## src/rtl/bypass_pkg.sv

```systemverilog
package bypass_pkg;
  typedef enum logic [2:0] {
    OP_NOP = 3'd0,
    OP_RR  = 3'd1,
    OP_RI  = 3'd2,
    OP_LD  = 3'd3,
    OP_ST  = 3'd4,
    OP_BZ  = 3'd5
  } opc_e;

  localparam logic [1:0] SEL_RF  = 2'b00;
  localparam logic [1:0] SEL_EXM = 2'b01;
  localparam logic [1:0] SEL_MWB = 2'b10;
endpackage

```

## src/rtl/bypass_dest.sv

```systemverilog
module bypass_dest
  import bypass_pkg::*;
#(
  parameter int AW = 5
) (
  input  logic [2:0]    op,
  input  logic [AW-1:0] rt,
  input  logic [AW-1:0] rd,
  output logic [AW-1:0] dst,
  output logic          dst_ok,
  output logic          from_alu
);
  logic writes;

  always_comb begin
    dst      = '0;
    writes   = 1'b0;
    from_alu = 1'b0;
    case (opc_e'(op))
      OP_RR: begin dst = rd; writes = 1'b1; from_alu = 1'b1; end
      OP_RI: begin dst = rt; writes = 1'b1; from_alu = 1'b1; end
      OP_LD: begin dst = rt; writes = 1'b1; end
      default: ;
    endcase
  end

  assign dst_ok = writes && (dst != '0);
endmodule

```

## src/rtl/bypass_pick.sv

```systemverilog
module bypass_pick
  import bypass_pkg::*;
#(
  parameter int AW = 5
) (
  input  logic          need,
  input  logic [AW-1:0] src,
  input  logic          ex_ok,
  input  logic [AW-1:0] ex_dst,
  input  logic          mw_ok,
  input  logic [AW-1:0] mw_dst,
  output logic [1:0]    sel
);
  always_comb begin
    sel = SEL_RF;
    if (need) begin
      if (ex_ok && ex_dst == src)      sel = SEL_EXM;
      else if (mw_ok && mw_dst == src) sel = SEL_MWB;
    end
  end
endmodule

```

## src/rtl/bypass_ctrl.sv

```systemverilog
module bypass_ctrl
  import bypass_pkg::*;
#(
  parameter int XLEN = 32,
  parameter int AW   = 5
) (
  input  logic            clk,
  input  logic            rst,
  input  logic [2:0]      de_op,
  input  logic [AW-1:0]   de_rs,
  input  logic [AW-1:0]   de_rt,
  input  logic [XLEN-1:0] de_a,
  input  logic [XLEN-1:0] de_b,
  input  logic [XLEN-1:0] de_imm,
  input  logic [2:0]      em_op,
  input  logic [AW-1:0]   em_rt,
  input  logic [AW-1:0]   em_rd,
  input  logic [XLEN-1:0] em_alu,
  input  logic [XLEN-1:0] em_b,
  input  logic [2:0]      mw_op,
  input  logic [AW-1:0]   mw_rt,
  input  logic [AW-1:0]   mw_rd,
  input  logic [XLEN-1:0] mw_alu,
  input  logic [XLEN-1:0] mw_lmd,
  output logic [1:0]      a_sel,
  output logic [1:0]      b_sel,
  output logic            st_sel,
  output logic [XLEN-1:0] opnd_a,
  output logic [XLEN-1:0] opnd_b,
  output logic [XLEN-1:0] st_wdata,
  output logic            zero_hit
);
  localparam int NOPND = 2;

  logic [AW-1:0]   em_dst, mw_dst;
  logic            em_dok, mw_dok, em_alu_src, mw_alu_src;
  logic            em_ok;
  logic [XLEN-1:0] mw_val;

  bypass_dest #(.AW(AW)) u_em_dest (
    .op(em_op), .rt(em_rt), .rd(em_rd),
    .dst(em_dst), .dst_ok(em_dok), .from_alu(em_alu_src)
  );

  bypass_dest #(.AW(AW)) u_mw_dest (
    .op(mw_op), .rt(mw_rt), .rd(mw_rd),
    .dst(mw_dst), .dst_ok(mw_dok), .from_alu(mw_alu_src)
  );

  // a load one stage ahead has no data yet; only ALU results leave that stage
  assign em_ok  = em_dok && em_alu_src;
  assign mw_val = mw_alu_src ? mw_alu : mw_lmd;

  logic [AW-1:0] src  [NOPND];
  logic          need [NOPND];
  logic [1:0]    sel_c[NOPND];

  assign src[0]  = de_rs;
  assign src[1]  = de_rt;
  assign need[0] = (opc_e'(de_op) != OP_NOP);
  assign need[1] = (opc_e'(de_op) == OP_RR);

  for (genvar g = 0; g < NOPND; g++) begin : g_opnd
    bypass_pick #(.AW(AW)) u_pick (
      .need(need[g]), .src(src[g]),
      .ex_ok(em_ok), .ex_dst(em_dst),
      .mw_ok(mw_dok), .mw_dst(mw_dst),
      .sel(sel_c[g])
    );
  end

  function automatic logic [XLEN-1:0] mux3(input logic [1:0] s,
                                           input logic [XLEN-1:0] rf,
                                           input logic [XLEN-1:0] ex,
                                           input logic [XLEN-1:0] mw);
    case (s)
      SEL_EXM: return ex;
      SEL_MWB: return mw;
      default: return rf;
    endcase
  endfunction

  logic [XLEN-1:0] b_base, a_val, b_val, st_val;
  logic            st_c, zero_c;

  assign b_base = (opc_e'(de_op) == OP_RR) ? de_b : de_imm;
  assign a_val  = mux3(sel_c[0], de_a, em_alu, mw_val);
  assign b_val  = mux3(sel_c[1], b_base, em_alu, mw_val);
  assign st_c   = (opc_e'(em_op) == OP_ST) && mw_dok && (mw_dst == em_rt);
  assign st_val = st_c ? mw_val : em_b;
  assign zero_c = (opc_e'(de_op) == OP_BZ) && (a_val == '0);

  always_ff @(posedge clk) begin
    if (rst) begin
      a_sel    <= SEL_RF;
      b_sel    <= SEL_RF;
      st_sel   <= 1'b0;
      opnd_a   <= '0;
      opnd_b   <= '0;
      st_wdata <= '0;
      zero_hit <= 1'b0;
    end else begin
      a_sel    <= sel_c[0];
      b_sel    <= sel_c[1];
      st_sel   <= st_c;
      opnd_a   <= a_val;
      opnd_b   <= b_val;
      st_wdata <= st_val;
      zero_hit <= zero_c;
    end
  end
endmodule

```

## config.mk

```make
export PLATFORM = sky130hd
export DESIGN_NAME = bypass_ctrl
export DESIGN_NICKNAME = d
export VERILOG_FILES = /design/src/rtl/bypass_pkg.sv /design/src/rtl/bypass_dest.sv /design/src/rtl/bypass_pick.sv /design/src/rtl/bypass_ctrl.sv
export SDC_FILE = /design/constraint.sdc
export NUM_CORES = 1
export LEC_CHECK = 0
export ABC_CLOCK_PERIOD_IN_PS = 7100
export BUFFER_PORTS_ARGS = -buffer_cell sky130_fd_sc_hd__buf_2
export CAP_MARGIN = 40
export CORE_AREA = 10 10 133 135
export DETAILED_ROUTE_END_ITERATION = 6
export DIE_AREA = 0 0 143 145
export GPL_ROUTABILITY_DRIVEN = 0
export PLACE_DENSITY = 0.72
export REMOVE_ABC_BUFFERS = 1
export SYNTH_ARGS = -nofsm -noshare
export SYNTH_HDL_FRONTEND = slang
export SYNTH_SLANG_ARGS = --single-unit
```

## constraint.sdc

```tcl
create_clock -name clk -period 7.1 [get_ports clk]
set_input_delay 2.13 -clock clk [delete_from_list [all_inputs] [get_ports clk]]
set_output_delay 2.13 -clock clk [all_outputs]
set_load 0.01 [all_outputs]
```

==> impl_metrics.yaml <==
clocking:
  cts_root_buf: "clkbuf_16"
  cts_resized: 0
  clk_path_buf_depth: 2
  clkTransAtPathRegs_ps: 80
  numCtsBuffers: 9
  cts_hold_buf: 0
  clkSinkCount: 102
  htreeDepth: 3
  post_cts_buffers: 0
  cts_tree: "built"
logic_synthesis:
  ys_ff_latch: 102
  yosysSeqAreaShare: 0.3680
  syn_inst: 608
  synth_ff_type: "dfxtp_1"
  ys_async_sr_fraction: 0
  syn_avg_cell_area_um2: 9.127
  yosys_warnings: 0
  synth_edf_count: 0
  synth.distinct_cells: 62
  syn-cell-area_um2: 5549
layout:
  finalInstanceArea_um2: 7784
  area_delta_synth_final_pct: 40.27
  layout_commonest_cell: "buf_2"
  drive_gt1_frac: 0.4618
  fillers: 1450
  final_nets: 1217
  final_cell_mix: "buf_2 (366), dfxtp_1 (102), nor2_1 (74)"
  utilization: 0.5178
pwr:
  switchingPower_w: 0.0004378
  p_clk_frac: 0.363
  irDropWorstVdd_uv: 111.5
  p_comb_frac: 0.220
  power.internal_w: 0.001035
  finalPower_w: 0.001473
  swShare: 0.2973
  p_per_area_nw_per_um2: 189.2
  seqPwrFrac: 0.417
  leakagePower_nw: 3.654
detailed_routing:
  dr.pass1.iters: 5
  ant_nets: 0
  wl_per_cell_um: 22.66
  drtIter0Drc: 366
  routed-via-count: 6169
  drt-vias-per-instance: 5.383
  drc: 0
  wl_mm: 25.97
status:
  status: "completed"
critical_path:
  required_ps: 7400
  worstSetupStartpointType: "input pin"
  path_class: "in -> reg"
  endpoint_kind: "flip-flop"
  path_max_fanout: 26
  cp_data_arrival_time_ps: 6210
run:
  cap_violations: 0
timing:
  grt_setup_unrepaired: "no"
  finalWorstSetupSlack_ps: 1198
  max-slew-margin-rel: 0.4253
  setup_violations: 0
  finalSetupTns_ps: 0
  finalHoldViolCount: 0
  drv_slew: 0
  fin_crit_ps: 5902
  worstMarginPinSlew_ps: 859.3
  fmax_ghz: 0.1694
  timing.final.crit_share: 0.8313
floorplan:
  die_y_um: 145
  fp.dieW_um: 143
  coreArea_um2: 15030
  ios: 367
  die_area_um2: 20740
  initial_utilization: 0.3691
  fp-row-count: 45
worst_hold_path:
  hp-class: "in -> reg"
  worstHoldPathCells: 3
global_routing:
  grt_max_degree: 66
  grt_usage: 0.2341
  overflow: 0
  grt_pass1_vias: 6280
  grt_pass1_wl_mm: 37.47
  grt_antenna_before_repair: 5
place:
  port-buffer-count: 366
  place_ws_ps: 900.6
  place_hpwl_mm: 20.90
  place_area_um2: 7458
-- cells in the mapped netlist (all sizes together) (13+ instances only) --
cell type    n  area share
clkbuf      23       0.016
buf         22       0.029
inv         30       0.020
nor2        75       0.051
o2bb2ai     16       0.025
o221ai      17       0.038
mux2i       41       0.074
nand2       37       0.025
dfxtp      102        0.37
o21bai      16       0.022
xnor2       18       0.028
a211oi      32       0.043
o21ai       15       0.016
nor3        16       0.016
nor4        14       0.018
mux2        23       0.047
a221oi      13       0.021
-- through the flow --
| step | instances | hold slack (ps) |
|---|---|---|
| after floorplan | 563 | 2202 |
| after global placement | 1127 | 2364 |
| after detailed placement | 1127 | 2359 |
| after CTS | 1143 | 1983 |
| after global routing | 1145 | 2005 |
| final | 1146 | 1993 |
-- path summary, 6_finish.rpt --
path	end	start	slack, ps
worst max-delay path	zero_hit$_SDFF_PP0_	mw_op[0]	1200
worst min-delay path	opnd_b[3]$_SDFF_PP0_	em_alu[3]	1990
-- layout make-up --
| type | count | area, um2 | share of cell area |
|---|---|---|---|
| diodes | 3 | 7.507 | 0.0009645 |
| clock buffers | 9 | 225.2 | 0.02893 |
| clock inverters | 7 | 92.59 | 0.01190 |
| inverters | 30 | 112.6 | 0.01447 |
| multi-input cells | 431 | 3162 | 0.4062 |
| flip-flops and latches | 102 | 2042 | 0.2623 |
| well taps | 188 | 235.2 | 0.03022 |
| repair buffers | 376 | 1907 | 0.2450 |
-- logic make-up after synthesis --
| family | Yosys count | synth area share |
|---|---|---|
| xor+xnor | 23 | 0.03630 |
| buf+inv | 75 | 0.06494 |
| simple gates | 175 | 0.1515 |
| compound gates | 167 | 0.2541 |
| flops | 102 | 0.3680 |
| fa+ha+maj | 2 | 0.004509 |
| mux | 64 | 0.1206 |
-- registers in the layout, indices dropped and copies added, names as in the netlist --
| register | flops |
|---|---|
| a_sel | 2 |
| b_sel | 2 |
| opnd_a | 32 |
| opnd_b | 32 |
| st_sel | 1 |
| st_wdata | 32 |
| zero_hit | 1 |
-- metal layers --
layer  GRT usage  part of all wire  vias up
li1            -                 -     2937
met1      0.2558              0.38     2862
met2      0.4124              0.50      330
met3     0.08149              0.10       36
met4     0.07018             0.018        4
met5           0           0.00081        -
-- power by group through the flow --
| stage | sequential (W) | clock (W) | combinational (W) |
|---|---|---|---|
| 2_1_floorplan | 0.000646 | 0 | 0.000132 |
| 3_3_place_gp | 0.000627 | 0 | 0.000321 |
| 5_1_grt | 0.000617 | 0.000564 | 0.000351 |
| 3_5_place_dp | 0.000627 | 0 | 0.000323 |
| 6_report | 0.000614 | 0.000535 | 0.000324 |
| 4_1_cts | 0.000614 | 0.000545 | 0.000324 |
-- critical path, cell delays in order --
cell,delay [ps]
buf_2,120
nor2b_2,180
a32oi_1,460
xnor2_1,140
nor4_1,230
o21ai_0,110
or4_1,470
ha_2,680
nor2b_1,90
buf_4,210
a22o_1,210
nor4_1,310
nand4_1,150
nor3_1,160
nor4bb_1,330
and3_1,200
(Power assumes the default switching activity.)
